<file path="src/rtl/dds_pwm_pkg.sv">
// Shared helpers for the sine PWM synthesizer.
// Assumes constant evaluation of real math at elaboration time.
package dds_pwm_pkg;

    localparam real PI_R = 3.14159265358979;

    // Returns the rounded sine sample for one table position, offset to 0..top.
    function automatic int unsigned sine_code(input int unsigned pos,
                                              input int unsigned depth,
                                              input int unsigned top);
        real half;
        real v;
        half = real'(top) / 2.0;
        v    = half + half * $sin(2.0 * PI_R * real'(pos) / real'(depth));
        return $unsigned(int'($floor(v + 0.5)));
    endfunction

endpackage

</file>
<file path="src/rtl/dds_phase_acc.sv">
// Phase accumulator with a tuning word held until the next period boundary.
// Assumes 'advance' pulses for one clock at each PWM period boundary.
module dds_phase_acc #(
    parameter int ACC_W = 32,
    parameter int IDX_W = 8
) (
    input  logic             clk,
    input  logic             rst_n,
    input  logic [ACC_W-1:0] tune_word,
    input  logic             tune_load,
    input  logic             advance,
    output logic [IDX_W-1:0] idx
);

    logic [ACC_W-1:0] tune_pend;
    logic [ACC_W-1:0] phase;

    // Hold the most recently loaded tuning word.
    always_ff @(posedge clk) begin
        if (!rst_n)         tune_pend <= '0;
        else if (tune_load) tune_pend <= tune_word;
    end

    // Step the phase once per PWM period.
    always_ff @(posedge clk) begin
        if (!rst_n)       phase <= '0;
        else if (advance) phase <= phase + tune_pend;
    end

    assign idx = phase[ACC_W-1 -: IDX_W];

    AST_TUNE_CAPTURE: assert property (@(posedge clk) disable iff (!rst_n)
        tune_load |=> tune_pend == $past(tune_word));
    AST_PHASE_HOLD: assert property (@(posedge clk) disable iff (!rst_n)
        !advance |=> $stable(phase));
    AST_PHASE_STEP: assert property (@(posedge clk) disable iff (!rst_n)
        advance |=> phase == $past(phase) + $past(tune_pend));

endmodule

</file>
<file path="src/rtl/dds_sine_rom.sv">
// Registered sine lookup, filled from a function evaluated at elaboration.
// Output lags the index by one clock.
module dds_sine_rom #(
    parameter int IDX_W  = 8,
    parameter int SAMP_W = 8
) (
    input  logic              clk,
    input  logic              rst_n,
    input  logic [IDX_W-1:0]  idx,
    output logic [SAMP_W-1:0] code
);

    localparam int          DEPTH = 1 << IDX_W;
    localparam int unsigned TOP   = (1 << SAMP_W) - 1;

    logic [SAMP_W-1:0] tbl [DEPTH];

    for (genvar gi = 0; gi < DEPTH; gi++) begin : g_entry
        localparam int unsigned VAL =
            dds_pwm_pkg::sine_code($unsigned(gi), $unsigned(DEPTH), TOP);
        assign tbl[gi] = SAMP_W'(VAL);
    end

    // Register the table entry for the current phase.
    always_ff @(posedge clk) begin
        if (!rst_n) code <= '0;
        else        code <= tbl[idx];
    end

endmodule

</file>
<file path="src/rtl/dds_pwm_timer.sv">
// PWM period counter. It latches period length and on-time at each boundary
// and scales the sine sample to the new period.
// Assumes 'code' is stable for at least one clock before each boundary.
module dds_pwm_timer #(
    parameter int PER_W      = 12,
    parameter int SAMP_W     = 8,
    parameter int DEF_PERIOD = 64,
    parameter int MIN_PERIOD = 2
) (
    input  logic              clk,
    input  logic              rst_n,
    input  logic [PER_W-1:0]  period_in,
    input  logic [SAMP_W-1:0] code,
    output logic              period_end,
    output logic              pwm_out,
    output logic              sample_stb
);

    localparam int PROD_W = SAMP_W + 1 + PER_W;

    logic [PER_W-1:0]  cnt;
    logic [PER_W-1:0]  per_cur;
    logic [PER_W-1:0]  duty_cur;
    logic [PER_W-1:0]  per_eff;
    logic [SAMP_W:0]   code_ext;
    logic [PROD_W-1:0] prod;
    logic [PER_W-1:0]  duty_nxt;
    logic              stb_q;

    // Clamp the requested period to the shortest usable length.
    assign per_eff = (period_in < PER_W'(MIN_PERIOD)) ? PER_W'(MIN_PERIOD) : period_in;

    // Scale the sample so that the top code maps to the full period.
    always_comb begin
        code_ext = {1'b0, code} + {{SAMP_W{1'b0}}, code[SAMP_W-1]};
        prod     = PROD_W'(code_ext) * PROD_W'(per_eff);
        duty_nxt = PER_W'(prod >> SAMP_W);
    end

    assign period_end = (cnt == per_cur - 1'b1);

    // Count clocks within the period and wrap at its end.
    always_ff @(posedge clk) begin
        if (!rst_n)          cnt <= '0;
        else if (period_end) cnt <= '0;
        else                 cnt <= cnt + 1'b1;
    end

    // Latch the length and on-time of the next period at the boundary.
    always_ff @(posedge clk) begin
        if (!rst_n) begin
            per_cur  <= PER_W'(DEF_PERIOD);
            duty_cur <= '0;
        end else if (period_end) begin
            per_cur  <= per_eff;
            duty_cur <= duty_nxt;
        end
    end

    // Flag the first clock of each new period.
    always_ff @(posedge clk) begin
        if (!rst_n) stb_q <= 1'b0;
        else        stb_q <= period_end;
    end

    assign sample_stb = stb_q;
    assign pwm_out    = (cnt < duty_cur);

    AST_CNT_RANGE: assert property (@(posedge clk) disable iff (!rst_n)
        cnt < per_cur);
    AST_PER_FLOOR: assert property (@(posedge clk) disable iff (!rst_n)
        per_cur >= PER_W'(MIN_PERIOD));
    AST_DUTY_CEIL: assert property (@(posedge clk) disable iff (!rst_n)
        duty_cur <= per_cur);
    AST_DUTY_HOLD: assert property (@(posedge clk) disable iff (!rst_n)
        !period_end |=> $stable(duty_cur));
    AST_STB_SINGLE: assert property (@(posedge clk) disable iff (!rst_n)
        sample_stb |=> !sample_stb);
    AST_STB_AT_START: assert property (@(posedge clk) disable iff (!rst_n)
        sample_stb |-> cnt == '0);

endmodule

</file>
<file path="src/rtl/dds_sine_pwm.sv">
// Top level: a phase accumulator stepped per PWM period drives a sine table,
// and the table value sets the on-time of the following period.
// Assumes IDX_W <= ACC_W and that period_cfg fits PER_W.
module dds_sine_pwm #(
    parameter int ACC_W      = 32,
    parameter int IDX_W      = 8,
    parameter int SAMP_W     = 8,
    parameter int PER_W      = 12,
    parameter int DEF_PERIOD = 64,
    parameter int MIN_PERIOD = 2
) (
    input  logic             clk,
    input  logic             rst_n,
    input  logic [ACC_W-1:0] tune_word,
    input  logic             tune_load,
    input  logic [PER_W-1:0] period_cfg,
    output logic             pwm_out,
    output logic             sample_stb
);

    logic              adv;
    logic [IDX_W-1:0]  idx;
    logic [SAMP_W-1:0] code;

    dds_phase_acc #(.ACC_W(ACC_W), .IDX_W(IDX_W)) u_phase (
        .clk(clk), .rst_n(rst_n), .tune_word(tune_word), .tune_load(tune_load),
        .advance(adv), .idx(idx)
    );

    dds_sine_rom #(.IDX_W(IDX_W), .SAMP_W(SAMP_W)) u_rom (
        .clk(clk), .rst_n(rst_n), .idx(idx), .code(code)
    );

    dds_pwm_timer #(.PER_W(PER_W), .SAMP_W(SAMP_W), .DEF_PERIOD(DEF_PERIOD),
                    .MIN_PERIOD(MIN_PERIOD)) u_timer (
        .clk(clk), .rst_n(rst_n), .period_in(period_cfg), .code(code),
        .period_end(adv), .pwm_out(pwm_out), .sample_stb(sample_stb)
    );

endmodule

</file>
<file path="config.mk">
export PLATFORM = sky130hd
export DESIGN_NAME = dds_sine_pwm
export DESIGN_NICKNAME = d
export VERILOG_FILES = /design/src/rtl/dds_pwm_pkg.sv /design/src/rtl/dds_phase_acc.sv /design/src/rtl/dds_sine_rom.sv /design/src/rtl/dds_pwm_timer.sv /design/src/rtl/dds_sine_pwm.sv
export SDC_FILE = /design/constraint.sdc
export NUM_CORES = 1
export LEC_CHECK = 0
export ABC_AREA = 1
export BUFFER_PORTS_ARGS = -buffer_cell sky130_fd_sc_hd__buf_2
export CAP_MARGIN = 20
export CORE_MARGIN = 10
export CORE_UTILIZATION = 59
export CTS_BUF_LIST = sky130_fd_sc_hd__clkbuf_2
export CTS_CLUSTER_DIAMETER = 150
export DETAILED_ROUTE_END_ITERATION = 8
export PLACE_DENSITY = 0.8
export REMOVE_ABC_BUFFERS = 1
export SETUP_SLACK_MARGIN = 0.2
export SLEW_MARGIN = 30
export SYNTH_ARGS = -nofsm -noshare
export SYNTH_HDL_FRONTEND = slang
export SYNTH_SLANG_ARGS = --single-unit
</file>
<file path="constraint.sdc">
create_clock -name clk -period 4.67 [get_ports clk]
set_input_delay 0.2335 -clock clk [delete_from_list [all_inputs] [get_ports clk]]
set_output_delay 0.2335 -clock clk [all_outputs]
set_load 0.02 [all_outputs]
</file>
==> flow_metrics.env, run 1 <==
export IMPL_coreArea_mm2=0.0202
export IMPL_status="finished with violations"
export IMPL_yosysUniqueCellTypes=39
export IMPL_start_util=0.597
export IMPL_portBuffers=48
export IMPL_dp_hpwl_um=27900
export IMPL_maxCapViolCount=0
export IMPL_slew_headroom=0.362
export IMPL_powerDensity_mw_per_mm2=131
export IMPL_cts_sinks=109
export IMPL_leakage_nw=7.23
export IMPL_reg2reg_to="u_timer.duty_cur[11]"
export IMPL_gp_congestion=0.942
export IMPL_min_delay_start="rst_n"
export IMPL_fp_dieH_um=163
export IMPL_vdd_drop_max_mv=0.149
export IMPL_hold_viol_final=0
export IMPL_layout_common_cells="nand2_1, inv_1, nor2_1"
export IMPL_rr_startpoint="u_rom.code[7]"
export IMPL_reg2reg_slack_ns=-0.20
export IMPL_io_pins=49
export IMPL_synth_warnings=0
export IMPL_grt_pass1_wl_um=61000
export IMPL_slowest_stage="fa_1"
export IMPL_max_clock_path_buffers=2
export IMPL_min_delay_path_depth=3
export IMPL_viasPerCell=5.53
export IMPL_die_area_mm2=0.0265
export IMPL_synth_seq_area_share=0.181
export IMPL_synth_edf_count=0
export IMPL_slowest_delay_ns=0.54
export IMPL_syn_mean_instance_area_um2=6.19
export IMPL_grt_usage=0.278
export IMPL_crit_path_max_fanout=8
export IMPL_rsz0062_at_grt="yes"
export IMPL_cts_buffers=9
export IMPL_holdCritPathClass="input pin to flop"
export IMPL_final_area_mm2=0.0142
export IMPL_grt_max_degree=57
export IMPL_crit_arrival_ns=5.47
export IMPL_cp_required_ns=5.27
export IMPL_first_global_vias=12600
export IMPL_cts_max_level=3
export IMPL_area_growth_pct=18.1
export IMPL_yosys_mux_area_fraction=0
export IMPL_synthSimpleGateAreaFrac=0.343
export IMPL_rows=52
export IMPL_final_layout_size_suffix_gt1_frac=0.139
export IMPL_synth_main_ff_cell="dfxtp_1"
export IMPL_synth_seq_cells=109
export IMPL_synth_xor_area_frac=0.0247
export IMPL_yosys_area_share_adder=0.216
export IMPL_fin_crit_ns=4.87
export IMPL_finalSetupViolCount=10
export IMPL_synth_top_family_by_area="simple AND/OR/NAND/NOR gates"
export IMPL_synth_compound_area_frac=0.115
export IMPL_insertion_delay_ns=0.68
export IMPL_worst_setup_path_start_kind="flop"
export IMPL_critPathCaptureType="flop"
export IMPL_grt_ovfl_total=0
export IMPL_netlist_instances=1946
export IMPL_antenna_found_initial=2
export IMPL_min_to="u_timer.per_cur[6]"
export IMPL_slew_viol_final=0
export IMPL_routed_wl_um=37500
export IMPL_ys_async_sr_fraction=0
export IMPL_crit_buf_inv=3
export IMPL_drc_errors=0
export IMPL_final_common_cell="nand2_1"
export IMPL_clkTransAtPathRegs_ns=0.29
export IMPL_first_pass_iters=7
export IMPL_r2r_cells=26
export IMPL_period_share=1.04
export IMPL_detail_route_antenna_nets=0
export IMPL_die_x_um=163
export IMPL_drt_iter0_markers=1051
export IMPL_critical_path_class="flop to flop"
export IMPL_vias=13100
export IMPL_fmax_mhz=205
export IMPL_syn_cell_area_mm2=0.0120
export IMPL_nets=2307
export IMPL_worst_pin_slew_ns=0.955
export IMPL_cp_top_family="adder cells"
export IMPL_finalWorstSetupSlack_ns=-0.200
export IMPL_cts_tree="built"
export IMPL_violations="negative setup slack"
export IMPL_wl_per_cell_um=15.8
export IMPL_clockRootBuffer="clkbuf_2"
export IMPL_dpl_cell_area_mm2=0.0130
export IMPL_finClkSkew_ns=0.0477
export IMPL_dp_slack_ns=-0.496
[worst max path at each step]
stage / from / end / depth (start not counted)
3_5_place_dp: u_rom.code[7] / u_timer.duty_cur[10] / 28
4_1_cts: u_rom.code[7] / u_timer.duty_cur[10] / 30
2_1_floorplan: u_rom.code[7] / u_timer.duty_cur[11] / 27
3_3_place_gp: u_rom.code[7] / u_timer.duty_cur[10] / 28
6_report: u_rom.code[7] / u_timer.duty_cur[11] / 26
5_1_grt: u_rom.code[7] / u_timer.duty_cur[11] / 27
[routing by layer]
layer  part of all wire  global-route usage  vias to the layer above
li1                   -                   -                     6409
met1               0.42               0.345                     6116
met2               0.49               0.475                      477
met3              0.053              0.0296                      113
met4              0.042               0.125                        0
met5                  0                   0                        -
[repair_timing]
item,4_1_cts,5_1_grt
pin swaps,92,39
setup endpoints to repair,12,12
hold buffers,42,0
gates resized for setup,104,46
hold endpoints to repair,42,0
buffers inserted,10,6
[logic make-up (layout without fill, tap and decap cells)]
logic type | after synthesis | count (layout)
and+or+nand+nor | 1015 | 1015
buffers and inverters | 367 | 520
xor gates and xnor gates | 34 | 34
AOI/OAI and AO/OA | 255 | 255
DFF | 109 | 109
other | 0 | 2
adders and majority gates | 166 | 166
[area by class of cell]
type / instances / area [um2]
Clock buffer: 10 / 50.0
Tap cell: 270 / 338
Clock inverter: 6 / 70.1
Antenna cell: 2 / 5.00
Timing Repair Buffer: 192 / 1480
Fill cell: 1756 / 5940
Sequential cell: 109 / 2180
Inverter: 312 / 1180
Multi-Input combinational cell: 1470 / 8920
[Yosys cell counts (2+ instances only)]
cell       number  area share
o2111ai_1       3      0.0022
nand2_1       590        0.18
o211ai_1       13      0.0081
nand3b_1        5      0.0031
nand2_2         5      0.0026
buf_6           7      0.0065
xnor2_1         5      0.0036
inv_1         306       0.095
a21oi_1       130       0.054
nor2_2          6      0.0031
ha_1           96        0.10
o21ai_0        80       0.033
or2_2           3      0.0016
clkbuf_1       37       0.012
o21bai_1        8      0.0050
nor2_1        239       0.074
clkinv_1        2     0.00062
xor2_1         29       0.021
o211a_1         2      0.0017
buf_1           5      0.0016
and2_1          2      0.0010
o31ai_1         2      0.0012
inv_2           4      0.0012
a31oi_1         6      0.0031
nor2_4          3      0.0028
dfxtp_1       109        0.18
nand3_1       114       0.047
o221ai_1        3      0.0022
nand4_1        28       0.015
o22ai_1         6      0.0031
nor3_1         17      0.0071
fa_1           70        0.12
buf_2           5      0.0021
[power breakdown]
part	internal [mW]	total [mW]	switching, mW
registers	0.957	0.973	0.0160
logic	0.177	0.411	0.233
clock network	0.131	0.474	0.343
[state kept, by name (all words and copies together) (netlist names)]
register            flops
u_phase.phase          32
u_timer.duty_cur       12
u_timer.per_cur        12
u_timer.cnt            12
u_phase.tune_pend      32
u_timer.sample_stb      1
u_rom.code              8
[tightest hold or removal path, cell delays in order]
cell and delay [ns]:
buf_2 0.09, buf_4 0.25, nand3_1 0.14
[per-stage QoR]
stage	utilization	TNS [ns]	hold WS [ns]	total power, mW	std cells
2_1_floorplan	-	-2.39	0.318	1.16	1891
3_3_place_gp	0.645	-2.65	0.453	1.30	2295
3_5_place_dp	0.645	-4.13	0.455	1.31	2295
4_1_cts	0.696	-0.780	0.0356	1.84	2363
5_1_grt	0.706	-4.45	0.0469	1.94	2371
6_report	0.706	-1.04	0.0644	1.86	2371
Note: power is estimated with default switching activity, not from simulation.
==> run 2: changes to the inputs <==
--- a/config.mk
+++ b/config.mk
@@ -9,11 +9,11 @@
 export BUFFER_PORTS_ARGS = -buffer_cell sky130_fd_sc_hd__buf_2
 export CAP_MARGIN = 20
 export CORE_MARGIN = 10
-export CORE_UTILIZATION = 59
+export CORE_UTILIZATION = 51
 export CTS_BUF_LIST = sky130_fd_sc_hd__clkbuf_2
 export CTS_CLUSTER_DIAMETER = 150
 export DETAILED_ROUTE_END_ITERATION = 8
-export PLACE_DENSITY = 0.8
+export PLACE_DENSITY = 0.68
 export REMOVE_ABC_BUFFERS = 1
 export SETUP_SLACK_MARGIN = 0.2
 export SLEW_MARGIN = 30
==> constraint.sdc (replaced) <==
create_clock -name clk -period 5.4 [get_ports clk]
set_input_delay 0.27 -clock clk [delete_from_list [all_inputs] [get_ports clk]]
set_output_delay 0.27 -clock clk [all_outputs]
set_load 0.02 [all_outputs]
==> run 2 against run 1 <==
The flow now finishes without violations; clock skew rose by 0.030 ns; fmax fell by 3.5%; via count fell by 4.8%; highest routed layer unchanged; power fell by 16%; register-to-register slack improved by 0.55 ns.
==> flow_metrics.env, run 2 (synthesis results as in run 1) <==
export IMPL_rr_startpoint="u_rom.code[7]"
export IMPL_top_regs="u_phase.phase x32, u_phase.tune_pend x32"
export IMPL_maxCapViolCount=0
export IMPL_cpMostUsedCell="nand2_1"
export IMPL_status="finished clean"
export IMPL_wl_per_cell_um=15.0
export IMPL_slowest_delay_ns=0.52
export IMPL_cts_buffers=9
export IMPL_gp_congestion=0.988
export IMPL_first_pass_iters=6
export IMPL_area_growth_pct=12.0
export IMPL_dp_hpwl_um=27000
export IMPL_critPathCaptureType="flop"
export IMPL_vias=12500
export IMPL_leakage_nw=6.84
export IMPL_rows=56
export IMPL_worst_setup_path_start_kind="flop"
export IMPL_fin_hold_ws_ns=0.0923
export IMPL_worst_pin_slew_ns=0.963
export IMPL_max_clock_path_buffers=2
export IMPL_crit_arrival_ns=5.60
export IMPL_switchingPower_mw=0.489
export IMPL_p_int_mw=1.06
export IMPL_fp_dieH_um=174
export IMPL_cts_tree="built"
export IMPL_wl_met3_um=1690
export IMPL_min_delay_path_depth=5
export IMPL_drt_iter0_markers=1037
export IMPL_coreArea_mm2=0.0233
export IMPL_met2_length_um=16600
export IMPL_vdd_drop_max_mv=0.108
export IMPL_period_share=0.934
export IMPL_detail_route_antenna_nets=0
export IMPL_p_total_mw=1.55
export IMPL_first_global_vias=12200
export IMPL_fmax_mhz=198
export IMPL_rsz0062_at_grt="yes"
export IMPL_clkTransAtPathRegs_ns=0.29
export IMPL_layout_common_cells="nand2_1, inv_1, nor2_1"
export IMPL_hold_viol_final=0
export IMPL_reg2reg_slack_ns=0.35
export IMPL_reg2reg_to="u_timer.duty_cur[11]"
export IMPL_insertion_delay_ns=0.68
export IMPL_grt_max_degree=61
export IMPL_cts_max_level=3
export IMPL_viasPerCell=5.29
export IMPL_die_x_um=174
export IMPL_tns_ns=0
export IMPL_seqPwrFrac=0.541
export IMPL_start_util=0.516
export IMPL_min_delay_start="period_cfg[0]"
export IMPL_swShare=0.315
export IMPL_pwr_share_clk=0.265
export IMPL_grt_usage=0.230
export IMPL_min_to="u_timer.per_cur[0]"
export IMPL_final_common_cell="nand2_1"
export IMPL_nets=2244
export IMPL_holdCritPathClass="input pin to flop"
export IMPL_antenna_found_initial=3
export IMPL_finClkSkew_ns=0.0774
export IMPL_grt_ovfl_total=0
export IMPL_crit_start="u_rom.code[7]"
export IMPL_final_layout_size_suffix_gt1_frac=0.0884
export IMPL_slowest_stage="fa_1"
export IMPL_fin_crit_ns=5.05
export IMPL_r2r_cells=28
export IMPL_crit_path_max_fanout=5
export IMPL_powerDensity_mw_per_mm2=115
export IMPL_routed_wl_um=35300
export IMPL_drc_errors=0
export IMPL_slew_viol_final=0
export IMPL_cp_required_ns=5.96
export IMPL_portBuffers=48
export IMPL_critical_path_class="flop to flop"
export IMPL_cts_sinks=109
export IMPL_finalSetupViolCount=0
export IMPL_routed_top_layer="met4"
export IMPL_pwr_share_comb=0.194
export IMPL_clockRootBuffer="clkbuf_2"
export IMPL_wl_met1_um=16000
export IMPL_nFillCells=2378
export IMPL_io_pins=49
export IMPL_grt_pass1_wl_um=58400
export IMPL_slew_headroom=0.358
export IMPL_die_area_mm2=0.0302
[run 2: changes by cell type in the layout (fill, tap and decap cells not counted), sizes merged]
| cell | change |
|---|---|
| buf | -63 |
| clkinv | -1 |
| diode | +1 |
| dlygate4sd3 | -1 |
| inv | +1 |
| nand2 | +1 |
[run 2: final cells by class]
| type | count | area, um2 | share of cell area |
|---|---|---|---|
| tap | 319 | 399 | 0.0296 |
| timing repair buffer | 128 | 943 | 0.0699 |
| clock inverter | 6 | 67.6 | 0.00501 |
| multi-input combinational | 1471 | 8660 | 0.642 |
| antenna | 3 | 7.51 | 0.000557 |
| clock buffer | 10 | 50.0 | 0.00371 |
| inverter | 312 | 1170 | 0.0870 |
| sequential | 109 | 2180 | 0.162 |
[run 2: layer usage]
layer / vias to the layer above / track usage
li1: 6287 / -
met1: 5728 / 0.292
met2: 398 / 0.396
met3: 71 / 0.0268
met4: 0 / 0.0773
met5: - / 0
[run 2: metrics by stage]
step | instance area, um2 | utilization | setup slack (ns) | std cells
finish | 13500 | 0.578 | 0.355 | 2358
floorplan | 11800 | - | 0.402 | 1891
global placement | 12600 | 0.540 | 0.187 | 2282
CTS | 13200 | 0.564 | 0.208 | 2342
global route | 13500 | 0.578 | 0.0254 | 2358
detailed placement | 12600 | 0.540 | 0.0661 | 2282
[run 2: power groups by stage]
stage	combinational [mW]	sequential, mW	clock [mW]
global route	0.340	0.844	0.453
floorplan	0.157	0.849	0
detailed placement	0.247	0.854	0
CTS	0.271	0.841	0.429
finish	0.302	0.841	0.412
global placement	0.245	0.853	0
[run 2: worst max-delay path by stage]
| stage | endpoint | slack, ns | cells after the start |
|---|---|---|---|
| global placement | u_timer.duty_cur[10] | 0.19 | 31 |
| floorplan | u_timer.duty_cur[11] | 0.40 | 27 |
| global route | u_timer.duty_cur[10] | 0.03 | 31 |
| finish | u_timer.duty_cur[11] | 0.35 | 28 |
| CTS | u_timer.duty_cur[11] | 0.21 | 28 |
| detailed placement | u_timer.duty_cur[10] | 0.07 | 31 |
[run 2: timing repair]
| item | 4_1_cts | 5_1_grt |
|---|---|---|
| setup buffers | 2 | 12 |
| endpoints found under the setup margin | 9 | 11 |
| gates resized for setup | 6 | 68 |
| hold endpoints to repair | 41 | 0 |
| cloned | 1 | 1 |
| hold buffers | 41 | 0 |
| pin swaps | 1 | 50 |
[run 2: worst max-delay path: cells and delay by family, from the launching register on]
family          cells  cell delay (ns)
buf+inv             5             0.40
flops               1             0.42
fa+ha+maj           6             2.49
simple gates       15             1.27
compound gates      1             0.13
xor+xnor            1             0.25
